[config.mk]
export PLATFORM = sky130hd
export DESIGN_NAME = cdet_evt_unit
export DESIGN_NICKNAME = d
export VERILOG_FILES = /design/src/rtl/cdet_pkg.sv /design/src/rtl/cdet_regs.sv /design/src/rtl/cdet_src.sv /design/src/rtl/cdet_debounce.sv /design/src/rtl/cdet_pulse.sv /design/src/rtl/cdet_event.sv /design/src/rtl/cdet_evt_unit.sv
export SDC_FILE = /design/constraint.sdc
export NUM_CORES = 1
export LEC_CHECK = 0
export CAP_MARGIN = 20
export CORE_MARGIN = 4
export CORE_UTILIZATION = 30
export CTS_BUF_LIST = sky130_fd_sc_hd__clkbuf_8
export DETAILED_ROUTE_END_ITERATION = 8
export PLACE_DENSITY = 0.57
export SLEW_MARGIN = 20
export SYNTH_ARGS = -nofsm -noshare
export SYNTH_HDL_FRONTEND = slang
export SYNTH_SLANG_ARGS = --single-unit
[constraint.sdc]
create_clock -name clk -period 2.8 [get_ports clk]
set_input_delay 0.42 -clock clk [delete_from_list [all_inputs] [get_ports clk]]
set_output_delay 0.42 -clock clk [all_outputs]
set_load 0.02 [all_outputs]
[src/rtl/cdet_pkg.sv]
package cdet_pkg;

    // Control byte A: source selection, pin polarity, DATA3 drive
    typedef struct packed {
        logic [1:0] spare_hi;
        logic       d3_level;
        logic       d3_force;
        logic       spare_mid;
        logic       pin_pol;
        logic       pin_sel;
        logic       d3_sel;
    } ctl_a_t;

    // Control byte B: filter and interrupt shape
    typedef struct packed {
        logic [3:0] spare_hi;
        logic       lvl_act_low;
        logic       pls_act_high;
        logic       pulse_mode;
        logic       deb_en;
    } ctl_b_t;

    typedef enum logic [1:0] {
        ADDR_CTL_A  = 2'd0,
        ADDR_CTL_B  = 2'd1,
        ADDR_STATUS = 2'd2,
        ADDR_NONE   = 2'd3
    } reg_addr_e;

    localparam logic [7:0] CTL_A_RST = 8'h01;
    localparam logic [7:0] CTL_B_RST = 8'h01;
    localparam int STS_IRQ_BIT  = 0;
    localparam int STS_WAKE_BIT = 1;

    // Pin level to presence: pol 0 -> low means present, pol 1 -> high means present
    function automatic logic pin_to_present(input logic lvl, input logic pol);
        return ~(lvl ^ pol);
    endfunction

    // Drive an active flag with the chosen polarity
    function automatic logic polarize(input logic active, input logic act_high);
        return act_high ? active : ~active;
    endfunction

endpackage

[src/rtl/cdet_regs.sv]
module cdet_regs
    import cdet_pkg::*;
(
    input  logic       clk,
    input  logic       rst,
    input  logic       wr,
    input  logic [1:0] addr,
    input  logic [7:0] wdata,
    input  logic       sts_irq,
    input  logic       sts_wake,
    output ctl_a_t     ctl_a,
    output ctl_b_t     ctl_b,
    output logic       clr_irq,
    output logic       clr_wake,
    output logic [7:0] rdata
);
    reg_addr_e sel;
    assign sel = reg_addr_e'(addr);

    always_ff @(posedge clk) begin
        if (rst) begin
            ctl_a <= ctl_a_t'(CTL_A_RST);
            ctl_b <= ctl_b_t'(CTL_B_RST);
        end else if (wr) begin
            if (sel == ADDR_CTL_A) ctl_a <= ctl_a_t'(wdata);
            if (sel == ADDR_CTL_B) ctl_b <= ctl_b_t'(wdata);
        end
    end

    assign clr_irq  = wr && (sel == ADDR_STATUS) && wdata[STS_IRQ_BIT];
    assign clr_wake = wr && (sel == ADDR_STATUS) && wdata[STS_WAKE_BIT];

    always_comb begin
        rdata = 8'h00;
        case (sel)
            ADDR_CTL_A:  rdata = ctl_a;
            ADDR_CTL_B:  rdata = ctl_b;
            ADDR_STATUS: begin
                rdata[STS_IRQ_BIT]  = sts_irq;
                rdata[STS_WAKE_BIT] = sts_wake;
            end
            default:     rdata = 8'h00;
        endcase
    end
endmodule

[src/rtl/cdet_src.sv]
module cdet_src
    import cdet_pkg::*;
#(
    parameter int SYNC_STAGES = 2
) (
    input  logic clk,
    input  logic rst,
    input  logic det_pin,
    input  logic dat3_in,
    input  logic pin_sel,
    input  logic pin_pol,
    input  logic d3_sel,
    input  logic d3_force,
    output logic raw_present
);
    localparam int NUM_IN = 2;

    logic [NUM_IN-1:0] async_in;
    logic [NUM_IN-1:0] synced;

    assign async_in = {dat3_in, det_pin};

    for (genvar k = 0; k < NUM_IN; k++) begin : g_sync
        logic [SYNC_STAGES-1:0] shreg;
        always_ff @(posedge clk) begin
            if (rst) shreg <= '0;
            else     shreg <= {shreg[SYNC_STAGES-2:0], async_in[k]};
        end
        assign synced[k] = shreg[SYNC_STAGES-1];
    end

    logic pin_vote;
    logic d3_vote;

    assign pin_vote    = pin_sel & pin_to_present(synced[0], pin_pol);
    assign d3_vote     = d3_sel & ~d3_force & synced[1];
    assign raw_present = pin_vote | d3_vote;
endmodule

[src/rtl/cdet_debounce.sv]
module cdet_debounce #(
    parameter int DEB_LOG2 = 16
) (
    input  logic clk,
    input  logic rst,
    input  logic raw,
    input  logic deb_en,
    output logic present,
    output logic chg
);
    localparam logic [DEB_LOG2-1:0] CNT_MAX = {DEB_LOG2{1'b1}};

    logic [DEB_LOG2-1:0] cnt;

    always_ff @(posedge clk) begin
        if (rst) begin
            present <= 1'b0;
            chg     <= 1'b0;
            cnt     <= '0;
        end else begin
            chg <= 1'b0;
            if (!deb_en) begin
                cnt <= '0;
                if (raw != present) begin
                    present <= raw;
                    chg     <= 1'b1;
                end
            end else if (raw == present) begin
                cnt <= '0;
            end else if (cnt == CNT_MAX) begin
                present <= raw;
                chg     <= 1'b1;
                cnt     <= '0;
            end else begin
                cnt <= cnt + 1'b1;
            end
        end
    end
endmodule

[src/rtl/cdet_pulse.sv]
module cdet_pulse #(
    parameter int LEN = 4
) (
    input  logic clk,
    input  logic rst,
    input  logic fire,
    output logic active
);
    localparam int CW = $clog2(LEN + 1);

    logic [CW-1:0] cnt;

    always_ff @(posedge clk) begin
        if (rst)             cnt <= '0;
        else if (fire)       cnt <= CW'(LEN);
        else if (cnt != '0)  cnt <= cnt - 1'b1;
    end

    assign active = (cnt != '0);
endmodule

[src/rtl/cdet_event.sv]
module cdet_event
    import cdet_pkg::*;
#(
    parameter int PULSE_LEN = 4
) (
    input  logic clk,
    input  logic rst,
    input  logic chg,
    input  logic pulse_mode,
    input  logic pls_act_high,
    input  logic lvl_act_low,
    input  logic clr_irq,
    input  logic clr_wake,
    input  logic wake_en_glb,
    input  logic wake_en_ifc,
    output logic irq_pend,
    output logic wake_sts,
    output logic irq_out,
    output logic wake_n
);
    logic irq_fire;
    logic wake_fire;
    logic irq_pulse;
    logic wake_pulse;

    assign irq_fire  = chg & pulse_mode;
    assign wake_fire = chg & wake_en_glb & wake_en_ifc;

    always_ff @(posedge clk) begin
        if (rst) begin
            irq_pend <= 1'b0;
            wake_sts <= 1'b0;
        end else begin
            if (chg && !pulse_mode) irq_pend <= 1'b1;
            else if (clr_irq)       irq_pend <= 1'b0;
            if (chg)                wake_sts <= 1'b1;
            else if (clr_wake)      wake_sts <= 1'b0;
        end
    end

    cdet_pulse #(.LEN(PULSE_LEN)) u_irq_pulse (
        .clk    (clk),
        .rst    (rst),
        .fire   (irq_fire),
        .active (irq_pulse)
    );

    cdet_pulse #(.LEN(PULSE_LEN)) u_wake_pulse (
        .clk    (clk),
        .rst    (rst),
        .fire   (wake_fire),
        .active (wake_pulse)
    );

    assign irq_out = pulse_mode ? polarize(irq_pulse, pls_act_high)
                                : polarize(irq_pend, ~lvl_act_low);
    assign wake_n  = ~wake_pulse;
endmodule

[src/rtl/cdet_evt_unit.sv]
module cdet_evt_unit
    import cdet_pkg::*;
#(
    parameter int DEB_LOG2    = 16,
    parameter int PULSE_LEN   = 4,
    parameter int SYNC_STAGES = 2
) (
    input  logic       clk,
    input  logic       rst,
    input  logic       reg_wr,
    input  logic [1:0] reg_addr,
    input  logic [7:0] reg_wdata,
    output logic [7:0] reg_rdata,
    input  logic       det_pin,
    input  logic       dat3_in,
    output logic       dat3_oe,
    output logic       dat3_out,
    input  logic       wake_en_glb,
    input  logic       wake_en_ifc,
    output logic       card_present,
    output logic       irq_out,
    output logic       wake_n
);
    ctl_a_t ctl_a;
    ctl_b_t ctl_b;
    logic   clr_irq;
    logic   clr_wake;
    logic   irq_pend;
    logic   wake_sts;
    logic   raw_present;
    logic   evt_chg;

    cdet_regs u_regs (
        .clk      (clk),
        .rst      (rst),
        .wr       (reg_wr),
        .addr     (reg_addr),
        .wdata    (reg_wdata),
        .sts_irq  (irq_pend),
        .sts_wake (wake_sts),
        .ctl_a    (ctl_a),
        .ctl_b    (ctl_b),
        .clr_irq  (clr_irq),
        .clr_wake (clr_wake),
        .rdata    (reg_rdata)
    );

    cdet_src #(.SYNC_STAGES(SYNC_STAGES)) u_src (
        .clk         (clk),
        .rst         (rst),
        .det_pin     (det_pin),
        .dat3_in     (dat3_in),
        .pin_sel     (ctl_a.pin_sel),
        .pin_pol     (ctl_a.pin_pol),
        .d3_sel      (ctl_a.d3_sel),
        .d3_force    (ctl_a.d3_force),
        .raw_present (raw_present)
    );

    cdet_debounce #(.DEB_LOG2(DEB_LOG2)) u_deb (
        .clk     (clk),
        .rst     (rst),
        .raw     (raw_present),
        .deb_en  (ctl_b.deb_en),
        .present (card_present),
        .chg     (evt_chg)
    );

    cdet_event #(.PULSE_LEN(PULSE_LEN)) u_evt (
        .clk          (clk),
        .rst          (rst),
        .chg          (evt_chg),
        .pulse_mode   (ctl_b.pulse_mode),
        .pls_act_high (ctl_b.pls_act_high),
        .lvl_act_low  (ctl_b.lvl_act_low),
        .clr_irq      (clr_irq),
        .clr_wake     (clr_wake),
        .wake_en_glb  (wake_en_glb),
        .wake_en_ifc  (wake_en_ifc),
        .irq_pend     (irq_pend),
        .wake_sts     (wake_sts),
        .irq_out      (irq_out),
        .wake_n       (wake_n)
    );

    assign dat3_oe  = ctl_a.d3_force;
    assign dat3_out = ctl_a.d3_level;
endmodule

Word level (Yosys, flattened, before mapping) --
Index checks and enable logic that the tools add are counted.
Word-level totals: output and inout bits 13, input port bits 17, logic and storage cells 87, register bits 46
Operators by class: eq/ne operators 7, bitwise logic cells 14, mux-type cells 21, add/subtract/negate cells 3, reductions and logical operators 19
Operator list (number):
- adder 16 x 1 -> 16 bit (second input constant) | 1
- == test 16 bit (second input constant) | 1
- 2-to-1 mux 1 bit | 15
- 2-to-1 mux 3 bit | 4
- case mux 6 bit (2 select lines) | 1
- nonzero test 2 bit | 5
- AND 1 bit | 6
- inverter 1 bit | 6
- case mux 2 bit (3 select lines) | 1
- nonzero test 3 bit | 2
- subtractor 3 x 1 -> 3 bit (second input constant) | 2
- logical AND 1 bit | 4
- AND reduction 2 bit | 2
- OR reduction 2 bit | 2
- OR reduction 4 bit | 1
- AND reduction 3 bit | 1
- == test 2 x 1 -> 1 bit (second input constant) | 1
- == test 2 bit (second input constant) | 1
- logical NOT 2 bit | 1
- inequality test 2 x 1 -> 1 bit (second input constant) | 1
- inequality test 2 bit (second input constant) | 1
- == test 1 bit | 1
- logical NOT 1 bit | 1
- inequality test 1 bit | 1
- other kinds (2) | 2

Logic depth before layout (Yosys ltp) --
depth in word-level cells 7, mapped depth 7, depth with buffers taken out 6

Modules after synthesis --
A second synthesis with hierarchy kept.
Second synthesis, totals: cells, all modules 235, area, all modules 2260.9 sq um
By module, submodules not included:
- cdet_regs | times used 1, area each 837.1 sq um, cells each 86
- cdet_debounce | times used 1, area each 833.3 sq um, cells each 88
- cdet_pulse | times used 2, area each 170.2 sq um, cells each 18
- cdet_src | times used 1, area each 126.4 sq um, cells each 11
- cdet_event | times used 1, area each 123.9 sq um, cells each 14

Worst setup path after synthesis --
No wires, ideal clock.
path kind register -> output, start reg u_evt.u_irq_pulse.cnt[0], end out irq_out, stages on the path, launching flop included 8, data arrival time 1349 ps, slack 1031 ps, cells stage by stage dfxtp_1 -> inv_1 -> ha_1 -> ha_1 -> clkbuf_1 -> xor2_1 -> nand2_1 -> o21ai_0
Between the ends: longest elaborated chain between the ends 4
RTL lines:
- start, declared | RTL line cdet_pulse.sv:11 | logic [CW-1:0] cnt;
- start signal, assigned | RTL line cdet_pulse.sv:15 | else if (fire) cnt <= CW'(LEN);
- start signal, assigned | RTL line cdet_pulse.sv:16 | else if (cnt != '0) cnt <= cnt - 1'b1;
- nonzero test 3 bit * | RTL line cdet_pulse.sv:19 | assign active = (cnt != '0);
- inverter 1 bit | RTL line cdet_pkg.sv:42 | return act_high ? active : ~active;
- 2-to-1 mux 1 bit * | RTL line cdet_pkg.sv:42
- 2-to-1 mux 1 bit * | RTL line cdet_event.sv:55 | assign irq_out = pulse_mode ? polarize(irq_pulse, pls_act_high)
- end, declared | RTL line cdet_evt_unit.sv:21 | output logic irq_out,
Mark *: on every way between the ends. The rest lies on a longest branch, timed or not.

Worst setup path after layout --
Ends and elaborated chain as after synthesis.

==> run_results.csv <==
group,metric,value,unit
final_layout,final_core_util,38.09,%
routing,drt_iter0_markers,72,
min_path,hold_path_class,"register to register",
logic_synthesis,seq_area_frac_synth,42.84,%
routing,wl_met2,1836,um
clocking,root_buffer,"clkbuf_8",
power_and_ir_drop,p_sw_share,27.91,%
outcome,outcome,"finished, final reports clean",
logic_synthesis,synth_top_family_by_area,"simple AND/OR/NAND/NOR gates",
clocking,cts_hold_buf,0,
floorplanning,core,0.006869,mm2
routing,vias,1655,
final_layout,final_common_cell,"dfxtp_1",
setup_path,path_cells,"inv_1 -> ha_1 -> ha_1 -> xor2_1 -> nand2_1 -> o21ai_0 -> clkdlybuf4s50_1",
routing,routed_via_density,4.534,
final_layout,nets,293,
final_layout,drive_above_1_share,7.807,%
sta,rsz0062_at_grt,"no",
sta,hold_violations,0,
setup_path,crit_top_cell,"ha_1",
final_layout,antenna_cells,0,
logic_synthesis,yosysWarnings,0,
routing,firstDrtPassIters,4,
sta,min_period,2.536,ns
setup_path,critPathLaunchType,"register",
floorplanning,die_h,92.65,um
sta,slew_violations,0,
clocking,clk_pin_slew,0.08,ns
power_and_ir_drop,ir_drop,0.2198,mV
logic_synthesis,synth_xor_area_share,7.742,%
global_routing,grt_use_total,10.67,%
floorplanning,ios,30,
final_layout,areaGrowthSynthToFinish,21.71,%
sta,whs,0.4374,ns
sta,skew,0.003794,ns
floorplanning,die-area,0.008583,mm2
logic_synthesis,synth-simple-area-share,26.66,%
routing,top_layer_used,"met4",
placement,port_buffers,29,
power_and_ir_drop,power.internal,1.002,mW
placement,placed_cell_area,0.002540,mm2
clocking,clockBufferDepth,2,
clocking,numClockSinks,46,
clocking,post_cts_buffers,0,
power_and_ir_drop,power_frac_comb,22.1,%
routing,drc,0,
setup_path,crit_type,"register to output pin",
global_routing,grt_pass1_wl,7479,um
clocking,insertion_delay,0.29,ns
power_and_ir_drop,p_clk_share,26.5,%
final_layout,final_cell_mix,"46 x dfxtp_1, 29 x clkdlybuf4s50_1, 24 x nor2_1",
logic_synthesis,yosys.cell_types.count,32,
floorplanning,num_rows,30,
routing,wl_per_cell,11.58,um
global_routing,antenna_found_initial,0,
clocking,htreeDepth,2,
routing,routed_wl,4227,um
final_layout,final_area,0.002616,mm2
floorplanning,start_util,31.29,%
sta,fmax,394.4,MHz
sta,finalSetupTns,0,ns
logic_synthesis,synthAdderAreaFrac,4.075,%
setup_path,cp-end-kind,"output pin",
power_and_ir_drop,cellPowerDensity,531.3,mW/mm2
logic_synthesis,synth_area,0.002150,mm2
setup_path,critical-path-max-stage-delay,0.63,ns
setup_path,path_delay_family,"buffers and inverters",
power_and_ir_drop,sequentialPowerShare,51.4,%
logic_synthesis,synth-compound-area-share,5.180,%
routing,detail-route-antenna-nets,0,
setup_path,cp_num_buf_inv,2,
clocking,cts-buffers-inserted,5,
power_and_ir_drop,p_sw,0.3880,mW
logic_synthesis,syn_area_per_cell,9.032,um2
floorplanning,die_w,92.65,um
logic_synthesis,synth_cells,238,
setup_path,critical_path.slowest_cell,"clkdlybuf4s50_1",
placement,place_congestion,0.7719,
clocking,cts_tree,"yes",
power_and_ir_drop,power.leakage,0.9288,nW
setup_path,cp.required,2.38,ns
routing,wl_met1,2156,um
routing,route.met3.wl,155,um
sta,setup_viol,0,
sta,maxSlewHeadroom,72.54,%
sta,worst_slew_pin_slew,0.4106,ns
logic_synthesis,ys_ff_latch,46,
logic_synthesis,muxShareOfSynthArea,8.382,%
placement,dp_hpwl,3162,um
global_routing,grt_max_degree,23,
clocking,cts_resized,0,
global_routing,grt.overflow.total,0,
setup_path,path_max_fanout,5,
setup_path,arrival,2.12,ns
global_routing,first_global_vias,1619,
run,cap_violations,0,
sta,period_share,90.56,%
logic_synthesis,synth_fp_nets,262,
-- final timing paths --
kind,from,to,slack (ns),cells after the start
hold / removal,u_src.g_sync[1].shreg[0]$_SDFF_PP0_,u_src.g_sync[1].shreg[1]$_SDFF_PP0_,0.44,1
setup reg to reg,u_deb.cnt[0]$_SDFF_PP0_,u_deb.cnt[5]$_SDFF_PP0_,0.92,6
hold reg to reg,u_src.g_sync[1].shreg[0]$_SDFF_PP0_,u_src.g_sync[1].shreg[1]$_SDFF_PP0_,0.44,1
setup / recovery,u_evt.u_irq_pulse.cnt[0]$_SDFFE_PP0P_,irq_out,0.26,7
-- worst reg2reg max path, stage by stage, from the launching register on --
cell      delay [ns]
dfxtp_1         0.38
ha_1            0.26
nand3_1         0.24
nor4_2          0.25
nand2b_1        0.33
buf_4           0.25
nor3_1          0.07
-- final cells by class --
class	instances	area (um2)
Timing Repair Buffer	35	335.3
Multi-Input combinational cell	169	1119
Clock buffer	5	68.82
Inverter	12	45.04
Sequential cell	46	920.9
Clock inverter	2	7.507
Tap cell	96	120.1
Fill cell	703	4253
-- cell families after synthesis --
group                    count (synthesis)
XOR/XNOR                                19
adder cells (fa/ha/maj)                  7
multiplexers                            18
AO/OA/AOI/OAI                           20
flip-flops                              46
buffers and inverters                   23
AND/OR/NAND/NOR                        105
-- metrics by stage --
stage	total power [mW]	worst slack, ns	std cells
after global routing	1.478	0.09328	365
final	1.390	0.2644	365
after CTS	1.410	0.2242	365
after detailed placement	1.043	0.2939	358
after global placement	1.036	0.3396	358
after floorplan	0.9479	1.031	238
-- layer usage --
metal | vias up | GRT usage [%]
li1 | 870 | -
met1 | 757 | 14.25
met2 | 19 | 16.50
met3 | 9 | 2.518
met4 | 0 | 4.396
met5 | - | 0
-- sequential cells by signal (all words and copies together), names as in the netlist, 3 cells and up --
signal / flops
u_src.g_sync.shreg: 4
u_evt.u_irq_pulse.cnt: 3
u_regs.ctl_b: 8
u_regs.ctl_a: 8
u_evt.u_wake_pulse.cnt: 3
u_deb.cnt: 16
-- power by group through the flow --
stage	combinational (mW)	sequential (mW)	clock (mW)
global placement	0.305	0.730	0
floorplan	0.221	0.727	0
CTS	0.313	0.716	0.381
detailed placement	0.312	0.731	0
global route	0.346	0.722	0.410
finish	0.307	0.715	0.368
-- synth_stat cells (all sizes together) --
cell / instances / area [um2]
a21oi: 14 / 73.82
a221o: 1 / 10.01
a22oi: 1 / 7.510
and3: 1 / 7.510
and3b: 1 / 8.760
buf: 4 / 38.78
clkbuf: 7 / 26.28
dfxtp: 46 / 920.9
ha: 7 / 87.58
inv: 12 / 45.04
mux2i: 18 / 180.2
nand2: 21 / 78.83
nand2b: 2 / 12.51
nand3: 17 / 85.08
nand4: 5 / 61.31
nand4b: 1 / 8.760
nor2: 24 / 90.09
nor2b: 8 / 50.05
nor3: 18 / 100.1
nor3b: 2 / 20.02
nor4: 5 / 50.05
o21ai: 4 / 20.02
xnor2: 13 / 113.9
xor2: 6 / 52.55
Power figures use the tool's default switching activity.
